### src/rtl/ictl_pkg.sv
package ictl_pkg;

  typedef enum logic [2:0] {
    RA_FLAG  = 3'd0,
    RA_IEN   = 3'd1,
    RA_ROUTE = 3'd2,
    RA_DREQ  = 3'd3,
    RA_PRIO  = 3'd4
  } ictl_addr_e;

  typedef enum logic {
    CLR_ONE = 1'b0,
    CLR_RW  = 1'b1
  } clr_style_e;

  localparam int PRIO_W = 3;

  // Software clear of a factor flag for a given write bit and style.
  function automatic logic flag_clear_hit(clr_style_e st, logic wbit);
    return (st == CLR_ONE) ? wbit : ~wbit;
  endfunction

  // Software set of a factor flag (only the direct style may set).
  function automatic logic flag_set_hit(clr_style_e st, logic wbit);
    return (st == CLR_RW) & wbit;
  endfunction

  // System owning a factor index.
  function automatic int sys_of(int idx, int per_sys);
    return idx / per_sys;
  endfunction

endpackage

### src/rtl/ictl_src.sv
module ictl_src
  import ictl_pkg::*;
(
  input  logic       clk,
  input  logic       rst_n,
  input  clr_style_e style_i,
  input  logic       evt_i,
  input  logic       done_i,
  input  logic       done_ien_i,
  input  logic       ack_i,
  input  logic       wr_flag_i,
  input  logic       wr_route_i,
  input  logic       wr_dreq_i,
  input  logic       wbit_i,
  output logic       flag_o,
  output logic       route_o,
  output logic       dreq_o
);

  logic flag_q, route_q, dreq_q;

  logic hw_flag_set, sw_flag_set, sw_flag_clr;
  logic hw_dreq_set, sw_dreq_set, sw_dreq_clr;

  assign hw_flag_set = (evt_i & ~route_q) | (done_i & done_ien_i);
  assign sw_flag_set = wr_flag_i & flag_set_hit(style_i, wbit_i);
  assign sw_flag_clr = wr_flag_i & flag_clear_hit(style_i, wbit_i);

  assign hw_dreq_set = evt_i & route_q;
  assign sw_dreq_set = wr_dreq_i & wbit_i;
  assign sw_dreq_clr = wr_dreq_i & (style_i == CLR_RW) & ~wbit_i;

  always_ff @(posedge clk) begin
    if (!rst_n) begin
      flag_q <= 1'b0;
    end else if (hw_flag_set | sw_flag_set) begin
      flag_q <= 1'b1;
    end else if (sw_flag_clr) begin
      flag_q <= 1'b0;
    end
  end

  always_ff @(posedge clk) begin
    if (!rst_n) begin
      route_q <= 1'b0;
    end else if (wr_route_i) begin
      if (style_i == CLR_RW) begin
        route_q <= wbit_i;
      end else if (wbit_i) begin
        route_q <= 1'b1;
      end
    end
  end

  always_ff @(posedge clk) begin
    if (!rst_n) begin
      dreq_q <= 1'b0;
    end else if (hw_dreq_set | sw_dreq_set) begin
      dreq_q <= 1'b1;
    end else if (sw_dreq_clr | ack_i) begin
      dreq_q <= 1'b0;
    end
  end

  assign flag_o  = flag_q;
  assign route_o = route_q;
  assign dreq_o  = dreq_q;

  AST_HW_SET_WINS: assert property (@(posedge clk) disable iff (!rst_n)
    (evt_i && !route_q) |=> flag_q);

  AST_ROUTED_TO_DMA: assert property (@(posedge clk) disable iff (!rst_n)
    (evt_i && route_q) |=> dreq_q);

  AST_DONE_MASKED: assert property (@(posedge clk) disable iff (!rst_n)
    (done_i && !done_ien_i && !evt_i && !wr_flag_i && !flag_q) |=> !flag_q);

  AST_ACK_CLEARS: assert property (@(posedge clk) disable iff (!rst_n)
    (ack_i && !evt_i && !wr_dreq_i) |=> !dreq_q);

endmodule

### src/rtl/ictl_regbank.sv
module ictl_regbank
  import ictl_pkg::*;
#(
  parameter int N       = 8,
  parameter int NUM_SYS = 4,
  parameter int DW      = 12,
  parameter int AW      = 3
) (
  input  logic                    clk,
  input  logic                    rst_n,
  input  logic [AW-1:0]           addr_i,
  input  logic [DW-1:0]           wdata_i,
  input  logic                    we_i,
  input  logic                    re_i,
  input  logic [N-1:0]            flags_i,
  input  logic [N-1:0]            route_i,
  input  logic [N-1:0]            dreq_i,
  output logic                    wr_flag_o,
  output logic                    wr_route_o,
  output logic                    wr_dreq_o,
  output logic [N-1:0]            ien_o,
  output logic [NUM_SYS*PRIO_W-1:0] prio_o,
  output logic [DW-1:0]           rdata_o,
  output logic                    wake_o
);

  localparam int PW = NUM_SYS * PRIO_W;

  logic [N-1:0]  ien_q;
  logic [PW-1:0] prio_q;
  logic [DW-1:0] rdata_q;
  logic [DW-1:0] rd_mux;
  logic          wr_ien, wr_prio;

  assign wr_flag_o  = we_i && (addr_i == AW'(RA_FLAG));
  assign wr_ien     = we_i && (addr_i == AW'(RA_IEN));
  assign wr_route_o = we_i && (addr_i == AW'(RA_ROUTE));
  assign wr_dreq_o  = we_i && (addr_i == AW'(RA_DREQ));
  assign wr_prio    = we_i && (addr_i == AW'(RA_PRIO));

  always_ff @(posedge clk) begin
    if (!rst_n) begin
      ien_q  <= '0;
      prio_q <= '0;
    end else begin
      if (wr_ien)  ien_q  <= wdata_i[N-1:0];
      if (wr_prio) prio_q <= wdata_i[PW-1:0];
    end
  end

  always_comb begin
    case (addr_i)
      AW'(RA_FLAG):  rd_mux = DW'(flags_i);
      AW'(RA_IEN):   rd_mux = DW'(ien_q);
      AW'(RA_ROUTE): rd_mux = DW'(route_i);
      AW'(RA_DREQ):  rd_mux = DW'(dreq_i);
      AW'(RA_PRIO):  rd_mux = DW'(prio_q);
      default:       rd_mux = '0;
    endcase
  end

  always_ff @(posedge clk) begin
    if (!rst_n) begin
      rdata_q <= '0;
    end else if (re_i) begin
      rdata_q <= rd_mux;
    end
  end

  assign ien_o   = ien_q;
  assign prio_o  = prio_q;
  assign rdata_o = rdata_q;
  assign wake_o  = (|(flags_i & ien_q)) | (|dreq_i);

  AST_RDATA_HOLDS: assert property (@(posedge clk) disable iff (!rst_n)
    !re_i |=> $stable(rdata_q));

endmodule

### src/rtl/ictl_arb.sv
module ictl_arb
  import ictl_pkg::*;
#(
  parameter int N       = 8,
  parameter int NUM_SYS = 4,
  parameter int SRC_PER_SYS = 2,
  parameter int VW      = 3
) (
  input  logic                      clk,
  input  logic                      rst_n,
  input  logic [N-1:0]              pend_i,
  input  logic [NUM_SYS*PRIO_W-1:0] prio_i,
  input  logic [3:0]                cpu_il_i,
  output logic                      irq_o,
  output logic [PRIO_W-1:0]         irq_lvl_o,
  output logic [VW-1:0]             irq_vec_o
);

  logic [PRIO_W-1:0] lvl_of [N];
  logic              win_found;
  logic [PRIO_W-1:0] win_lvl;
  logic [VW-1:0]     win_idx;
  logic              win_above;

  logic              irq_q;
  logic [PRIO_W-1:0] lvl_q;
  logic [VW-1:0]     vec_q;

  for (genvar g = 0; g < N; g++) begin : g_lvl
    localparam int SYS = sys_of(g, SRC_PER_SYS);
    assign lvl_of[g] = prio_i[SYS*PRIO_W +: PRIO_W];
  end

  // Strictly-greater update keeps the lowest index among equal levels.
  always_comb begin
    win_found = 1'b0;
    win_lvl   = '0;
    win_idx   = '0;
    for (int i = 0; i < N; i++) begin
      if (pend_i[i] && (!win_found || (lvl_of[i] > win_lvl))) begin
        win_found = 1'b1;
        win_lvl   = lvl_of[i];
        win_idx   = VW'(i);
      end
    end
  end

  assign win_above = win_found && ({1'b0, win_lvl} > cpu_il_i);

  always_ff @(posedge clk) begin
    if (!rst_n) begin
      irq_q <= 1'b0;
      lvl_q <= '0;
      vec_q <= '0;
    end else begin
      irq_q <= win_above;
      lvl_q <= win_lvl;
      vec_q <= win_idx;
    end
  end

  assign irq_o     = irq_q;
  assign irq_lvl_o = lvl_q;
  assign irq_vec_o = vec_q;

  AST_IRQ_ABOVE_IL: assert property (@(posedge clk) disable iff (!rst_n)
    irq_o |-> ({1'b0, irq_lvl_o} > $past(cpu_il_i)));

  AST_IRQ_HAS_PENDING: assert property (@(posedge clk) disable iff (!rst_n)
    irq_o |-> ($past(pend_i) != '0));

endmodule

### src/rtl/prio_intc.sv
module prio_intc
  import ictl_pkg::*;
#(
  parameter int NUM_SYS     = 4,
  parameter int SRC_PER_SYS = 2,
  localparam int N  = NUM_SYS * SRC_PER_SYS,
  localparam int DW = (NUM_SYS * PRIO_W > N) ? NUM_SYS * PRIO_W : N,
  localparam int VW = (N > 1) ? $clog2(N) : 1
) (
  input  logic              clk,
  input  logic              rst_n,
  input  logic              rw_style_i,
  input  logic [2:0]        bus_addr_i,
  input  logic [DW-1:0]     bus_wdata_i,
  input  logic              bus_we_i,
  input  logic              bus_re_i,
  output logic [DW-1:0]     bus_rdata_o,
  input  logic [N-1:0]      evt_i,
  input  logic [N-1:0]      dma_done_i,
  input  logic [N-1:0]      dma_done_ien_i,
  input  logic [N-1:0]      dma_ack_i,
  output logic [N-1:0]      dma_req_o,
  input  logic [3:0]        cpu_il_i,
  output logic              irq_o,
  output logic [PRIO_W-1:0] irq_lvl_o,
  output logic [VW-1:0]     irq_vec_o,
  output logic              wake_o
);

  clr_style_e                 style;
  logic [N-1:0]               flags, route, dreq, ien, pend;
  logic                       wr_flag, wr_route, wr_dreq;
  logic [NUM_SYS*PRIO_W-1:0]  prio;

  assign style = clr_style_e'(rw_style_i);

  for (genvar g = 0; g < N; g++) begin : g_src
    ictl_src u_src (
      .clk        (clk),
      .rst_n      (rst_n),
      .style_i    (style),
      .evt_i      (evt_i[g]),
      .done_i     (dma_done_i[g]),
      .done_ien_i (dma_done_ien_i[g]),
      .ack_i      (dma_ack_i[g]),
      .wr_flag_i  (wr_flag),
      .wr_route_i (wr_route),
      .wr_dreq_i  (wr_dreq),
      .wbit_i     (bus_wdata_i[g]),
      .flag_o     (flags[g]),
      .route_o    (route[g]),
      .dreq_o     (dreq[g])
    );
  end

  ictl_regbank #(
    .N       (N),
    .NUM_SYS (NUM_SYS),
    .DW      (DW),
    .AW      (3)
  ) u_regs (
    .clk        (clk),
    .rst_n      (rst_n),
    .addr_i     (bus_addr_i),
    .wdata_i    (bus_wdata_i),
    .we_i       (bus_we_i),
    .re_i       (bus_re_i),
    .flags_i    (flags),
    .route_i    (route),
    .dreq_i     (dreq),
    .wr_flag_o  (wr_flag),
    .wr_route_o (wr_route),
    .wr_dreq_o  (wr_dreq),
    .ien_o      (ien),
    .prio_o     (prio),
    .rdata_o    (bus_rdata_o),
    .wake_o     (wake_o)
  );

  assign pend = flags & ien;

  ictl_arb #(
    .N           (N),
    .NUM_SYS     (NUM_SYS),
    .SRC_PER_SYS (SRC_PER_SYS),
    .VW          (VW)
  ) u_arb (
    .clk       (clk),
    .rst_n     (rst_n),
    .pend_i    (pend),
    .prio_i    (prio),
    .cpu_il_i  (cpu_il_i),
    .irq_o     (irq_o),
    .irq_lvl_o (irq_lvl_o),
    .irq_vec_o (irq_vec_o)
  );

  assign dma_req_o = dreq;

  AST_WAKE_ON_DMA: assert property (@(posedge clk) disable iff (!rst_n)
    (|dma_req_o) |-> wake_o);

  AST_RESET_QUIET: assert property (@(posedge clk)
    !rst_n |=> (!irq_o && (dma_req_o == '0)));

endmodule

### config.mk
export PLATFORM = sky130hd
export DESIGN_NAME = prio_intc
export DESIGN_NICKNAME = d
export VERILOG_FILES = /design/src/rtl/ictl_pkg.sv /design/src/rtl/ictl_src.sv /design/src/rtl/ictl_regbank.sv /design/src/rtl/ictl_arb.sv /design/src/rtl/prio_intc.sv
export SDC_FILE = /design/constraint.sdc
export NUM_CORES = 1
export LEC_CHECK = 0
export ABC_CLOCK_PERIOD_IN_PS = 11000
export BUFFER_PORTS_ARGS = -buffer_cell sky130_fd_sc_hd__buf_2
export CAP_MARGIN = 20
export CORE_MARGIN = 8
export CORE_UTILIZATION = 32
export DETAILED_ROUTE_END_ITERATION = 10
export HOLD_SLACK_MARGIN = 0.12
export PLACE_DENSITY = 0.6
export SYNTH_ARGS = -nofsm -noshare
export SYNTH_HDL_FRONTEND = slang
export SYNTH_SLANG_ARGS = --single-unit
### constraint.sdc
create_clock -name clk -period 11 [get_ports clk]
set_input_delay 0 -clock clk [delete_from_list [all_inputs] [get_ports clk]]
set_output_delay 0 -clock clk [all_outputs]
set_load 0.02 [all_outputs]
# [Yosys cells after proc, flatten, opt, wreduce, memory -nomap -nowiden]
# Cells that the tools add are included.
[word_totals] out_inout_bits=28 in_bits=56 ff_bits=63 elab_cells=299
[classes] eq_ne=4 muxes=80 n_reduce_logical=62 n_lt_le_gt_ge=8 bitwise=115
[ops] op="AND 1 bit" count=65
[ops] op="2-to-1 mux 1 bit" count=65
[ops] op="one-hot mux 12 bit (5 select lines)" count=1
[ops] op="nonzero test 2 bit" count=24
[ops] op="2-to-1 mux 3 bit" count=12
[ops] op="bitwise OR 1 bit" count=33
[ops] op="> comparator 3 bit" count=7
[ops] op="NOT 1 bit" count=16
[ops] op="AND reduction 2 bit" count=8
[ops] op="OR reduction 8 bit" count=2
[ops] op="logical AND 1 bit" count=13
[ops] op="AND 8 bit" count=1
[ops] op="logical NOT 1 bit" count=7
[ops] op="logical OR 1 bit" count=7
[ops] op="equality test 3 x 2 -> 1 bit (second input constant)" count=2
[ops] op="> comparator 3 x 4 -> 1 bit" count=1
[ops] op="2-to-1 mux 2 bit" count=2
[ops] op="equality test 3 x 1 -> 1 bit (second input constant)" count=1
[ops] op="equality test 3 bit (second input constant)" count=1
[ops] op="logical NOT 3 bit" count=1

# [Longest topological paths before layout]
[logic_depth] depth_word=32 ltp_mapped=48 ltp_nobuf=48

# [Modules after synthesis]
# From an unflattened synthesis, not the netlist that was laid out.
[hier_totals] hier_cells=488 area_unflattened_um2=4180.3
[by_module_without_submodules] mod="ictl_regbank" area_each_um2=1637.8 instances=1 seq_area_each_um2=640.6 cells_each=187
[by_module_without_submodules] mod="ictl_src" area_each_um2=180.2 instances=8 seq_area_each_um2=60.1 cells_each=20
[by_module_without_submodules] mod="ictl_arb" area_each_um2=1051.0 instances=1 seq_area_each_um2=140.1 cells_each=133
[by_module_without_submodules] mod="prio_intc" area_each_um2=50.0 instances=1 seq_area_each_um2=0.0 cells_each=8

# [Worst setup path before layout]
# Ideal clock, no wire load.
[synth_path] path_type="register to register" from="register g_src[1].u_src.flag_q" to="register u_arb.irq_q, in the netlist u_arb.irq_o" t_required_ps=10922 period_less_slack_ps=9011 n_path_buf=0 t_arrival_ps=8933 slack_ps=1989 setup_time_ps=78 stages_incl_launch_ff=43 path_cell_list="dfxtp_1 > a22o_4 > and2_2 > ha_1 > a222oi_1 > o31a_1 > a21oi_1 > ha_1 > nor2b_1 > o221ai_1 > a21oi_1 > o21ai_0 > a2bb2oi_1 > inv_1 > ha_1 > nor2b_1 > o21ai_0 > a21oi_1 > [7 not listed] > nand2_1 > mux2i_1 > ha_1 > nor2b_1 > a2bb2oi_1 > o311ai_2 > a211oi_4 > mux2_2 > ha_1 > nor2b_1 > o21a_1 > o21ai_0 > a21oi_1 > nor2_4 > mux2_4 > ha_1 > a311o_1 > nor3_1"
[synth_via] elab_chain_cells=29 word_cells_on_any_way=42 cone_classes="order compare (7); mux (14); bitwise (1); reduce/logical (20)"
[synth_lines] element="start: declaration" line_no="ictl_src.sv:20" text="logic flag_q, route_q, dreq_q;"
[synth_lines] element="start signal: assignment" line_no="ictl_src.sv:35" text="flag_q <= 1'b0;"
[synth_lines] element="start signal: assignment" line_no="ictl_src.sv:37" text="flag_q <= 1'b1;"
[synth_lines] element="start signal: assignment" line_no="ictl_src.sv:39" text="flag_q <= 1'b0;"
[synth_lines] element="AND 8 bit *" line_no="prio_intc.sv:80" text="assign pend = flags & ien;"
[synth_lines] element="logical AND 1 bit *" line_no="ictl_arb.sv:40" text="if (pend_i[i] && (!win_found || (lvl_of[i] > win_lvl))) begin"
[synth_lines] element="2-to-1 mux 3 bit or 2-to-1 mux 1 bit (tied branches)" line_no="ictl_arb.sv:40"
[synth_lines] element="> comparator 3 bit or logical NOT 1 bit (tied branches)" line_no="ictl_arb.sv:40"
[synth_lines] element="logical OR 1 bit" line_no="ictl_arb.sv:40"
[synth_lines] element="logical AND 1 bit" line_no="ictl_arb.sv:40"
[synth_lines] element="2-to-1 mux 3 bit or 2-to-1 mux 1 bit (tied branches)" line_no="ictl_arb.sv:40"
[synth_lines] element="> comparator 3 bit or logical NOT 1 bit (tied branches)" line_no="ictl_arb.sv:40"
[synth_lines] element="[14 not listed]"
[synth_lines] element="2-to-1 mux 3 bit or 2-to-1 mux 1 bit (tied branches)" line_no="ictl_arb.sv:40"
[synth_lines] element="> comparator 3 bit or logical NOT 1 bit (tied branches)" line_no="ictl_arb.sv:40"
[synth_lines] element="logical OR 1 bit" line_no="ictl_arb.sv:40"
[synth_lines] element="logical AND 1 bit" line_no="ictl_arb.sv:40"
[synth_lines] element="2-to-1 mux 3 bit *" line_no="ictl_arb.sv:40"
[synth_lines] element="via u_arb.win_lvl[2]" line_no="ictl_arb.sv:21" text="logic [PRIO_W-1:0] win_lvl;"
[synth_lines] element="> comparator 3 x 4 -> 1 bit *" line_no="ictl_arb.sv:48" text="assign win_above = win_found && ({1'b0, win_lvl} > cpu_il_i);"
[synth_lines] element="logical AND 1 bit *" line_no="ictl_arb.sv:48"
[synth_lines] element="end signal: assignment" line_no="ictl_arb.sv:56" text="irq_q <= win_above;"
[synth_lines] element="end: declaration" line_no="ictl_arb.sv:25" text="logic irq_q;"
# The timed path passes the listed nets; every way through them passes the cells marked *.
# A chain may end at the register's enable or synchronous reset.

# [Worst setup path in the final report]
# Ends and elaborated chain as after synthesis.

==> flow_summary_export.csv <==
group,metric,value,unit
sta,worst_pin_slew,1100,ps
synth,synth.largest_area_cell,"dfxtp_1",
grt,grt_pass1_vias,4102,
grt,gr-total-overflow,0,
power_and_ir_drop,clkPwrFrac,0.474,
grt,grt_use_total,0.158,
synth,synth_fp_nets,575,
setup_path,critPathSlowestCell,"dlygate4sd3_1",
detailed_routing,totalWireLength,12700,um
setup_path,endpoint_kind,"flop",
final_layout,register_area,0.00126,sq mm
placed_design,dpl.hpwl,9240,um
hold_path,hold_path_class,"input pin to flop",
detailed_routing,drtAntennaViolNets,0,
placed_design,port-buffer-count,83,
sta,fmax,0.0978,GHz
power_and_ir_drop,switching_share,0.247,
setup_path,critPathLaunchType,"flop",
final_layout,multi_input_comb_area,0.00249,sq mm
sta,maxSlewViolCount,0,
clocking,clock-sinks,63,
clocking,clk_pin_slew_worst_paths,50,ps
run,max-cap-violations,0,
grt,grt_pass1_wl,20700,um
sta,worst_slew_margin_rel,0.265,
synth,ys_types,52,
synth,synth_edf_count,0,
clocking,tritoncts.num_buffers,9,
detailed_routing,first_pass_iters,4,
floorplanning,io_pins,84,
setup_path,crit_fanout,7,
synth,synth_top_area_share,0.319,
setup_path,worstPathArrival,10470,ps
floorplanning,die_width,127,um
synth,ys.warnings.count,0,
setup_path,path_common_cell,"ha_1",
detailed_routing,vias_per_cell,5.06,
sta,final-setup-viol-count,0,
sta,hold_viol_final,0,
sta,tns,0,ps
clocking,insertion_delay,330,ps
synth,yosysSeqAreaShare,0.319,
synth,synth_ff_type,"dfxtp_1",
detailed_routing,post_drt_wl_per_cell,16.2,um
setup_path,rrSetupSlack,780,ps
synth,syn_inst,479,
detailed_routing,drc_errors,0,
power_and_ir_drop,p_sw,154,uW
detailed_routing,vias,3950,
synth,synth-async-reset-ratio,0,
run_status,outcome,"complete, no violations",
synth,netlist_area,0.00395,sq mm
synth,avgSynthCellArea,8.25,sq um
clocking,cts_tree,"done",
final_layout,final_layout_size_suffix_gt1_frac,0.217,
floorplanning,core,0.0121,sq mm
synth,synth_seq_cells,63,
detailed_routing,first_iter_violations,217,
synth,synthTopCellsByArea,"dfxtp_1, ha_1, mux2i_1",
floorplanning,die_y,127,um
sta,rsz0062_at_grt,"false",
floorplanning,placementRows,40,
sta,finClkSkew,6.19,ps
grt,grt_max_degree,60,
final_layout,area_growth,35.8,%
power_and_ir_drop,combPwrFrac,0.134,
placed_design,gp_congestion,0.899,
clocking,h-tree-depth,3,
sta,holdWs,132,ps
clocking,cts-root-buf,"clkbuf_16",
final_layout,antenna_cells,0,
power_and_ir_drop,power.leakage,2.32,nW
power_and_ir_drop,p_int,468,uW
setup_path,cp.required,11250,ps
clocking,clockBufferDepth,2,
floorplanning,die_area,0.0162,sq mm
power_and_ir_drop,peakVddDrop,65.9,uV
final_layout,fillCellCount,1154,
sta,min_period,10220,ps
sta,fin_crit_sh,0.929,
setup_path,cpPeakStageDelay,560,ps
grt,grt_antenna_before_repair,0,
final_layout,final_nets,703,
setup_path,crit_type,"flop to flop",
power_and_ir_drop,fin_total_pwr,622,uW
floorplanning,start_util,0.328,
power_and_ir_drop,p_per_area,116,mW/mm^2
power_and_ir_drop,p_seq_frac,0.392,
## Yosys cell counts, drive strengths merged (5+ instances only)
cell / count
o21ai: 11
a21oi: 47
nor3b: 9
a221oi: 9
inv: 27
clkbuf: 17
ha: 40
mux2i: 25
nor2: 61
a222oi: 9
and2: 5
buf: 9
nor2b: 19
a211oi: 12
o22ai: 8
nand3: 6
nand2: 58
dfxtp: 63
## cell families after synthesis
family	after synthesis	share of synthesized area
adder cells (fa/ha/maj)	41	0.129
buffers and inverters	54	0.0595
multiplexers	29	0.0785
AO/OA/AOI/OAI	120	0.209
flip-flops	63	0.319
AND/OR/NAND/NOR	172	0.205
## per-layer routing
layer	up-vias	global-route usage	routed length [um]
li1	1947	-	-
met5	-	0	0
met4	0	0.0532	229
met1	1887	0.186	5530
met3	16	0.0412	722
met2	100	0.273	6180
## cells in the final DEF (no fill, tap or decap), types with 10 or more instances in the layout
| cell type | Yosys | final |
|---|---|---|
| nor2_1 | 60 | 60 |
| a21oi_1 | 47 | 45 |
| buf_4 | 8 | 11 |
| inv_1 | 27 | 27 |
| nand2_1 | 58 | 58 |
| a211oi_1 | 11 | 10 |
| buf_2 | 1 | 83 |
| dlygate4sd3_1 | 0 | 48 |
| mux2i_1 | 25 | 24 |
| ha_1 | 40 | 40 |
| dfxtp_1 | 63 | 63 |
| nor2b_1 | 19 | 19 |
| o21ai_0 | 11 | 11 |
## power by group through the flow
stage / sequential (mW) / clock (mW) / combinational [mW]
after global routing: 0.244 / 0.309 / 0.0925
after global placement: 0.248 / 0 / 0.0662
after CTS: 0.243 / 0.299 / 0.0822
after floorplan: 0.246 / 0 / 0.0414
after detailed placement: 0.248 / 0 / 0.0682
final: 0.243 / 0.295 / 0.0835
## through the flow
stage / setup WS [ps] / std cells / utilization / cell area, sq um
after detailed placement: 869 / 708 / 0.372 / 4490
final: 779 / 780 / 0.445 / 5370
after global routing: 3.68 / 780 / 0.445 / 5370
after global placement: 1440 / 707 / 0.371 / 4480
after CTS: 281 / 772 / 0.438 / 5280
after floorplan: 1990 / 479 / - / 3950
## worst max-delay path, delay by kind of cell, from the launching register on
kind,cells,cell delay [ps]
buffers and inverters,2,630
multiplexers,3,760
flip-flops,1,360
adder cells (fa/ha/maj),7,2020
AO/OA/AOI/OAI,22,4800
AND/OR/NAND/NOR,10,1570
## area by class of cell
class,instances,share of cell area
flip-flops and latches,63,0.235
clock inverters,3,0.00746
repair buffers,143,0.184
clock buffers,13,0.0503
well taps,168,0.0392
inverters,28,0.0196
multi-input cells,362,0.464
## registers in the layout, indices dropped and copies added, names as in the netlist
register and flops:
u_regs.prio_o 12, u_regs.rdata_o 12, g_src.u_src.dreq_o 8, g_src.u_src.flag_o 8
g_src.u_src.route_o 8, u_regs.ien_o 8, u_arb.irq_lvl_o 3, u_arb.irq_vec_o 3
u_arb.irq_o 1
## what timing repair did
action | 4_1_cts | 5_1_grt
resized for setup | 0 | 6
setup buffers | 0 | 8
setup endpoints to repair | 0 | 1
endpoints found under the hold margin | 43 | 0
hold buffers | 48 | 0
## final timing paths
kind                  endpoint             startpoint  depth (start not counted)
max                u_arb.irq_o  g_src[1].u_src.flag_o                         44
min reg2reg  u_regs.rdata_o[5]      u_regs.rdata_o[5]                          2
min          u_regs.rdata_o[5]          bus_addr_i[2]                          3
max reg2reg        u_arb.irq_o  g_src[1].u_src.flag_o                         44
Note: power is estimated with default switching activity, not from simulation.
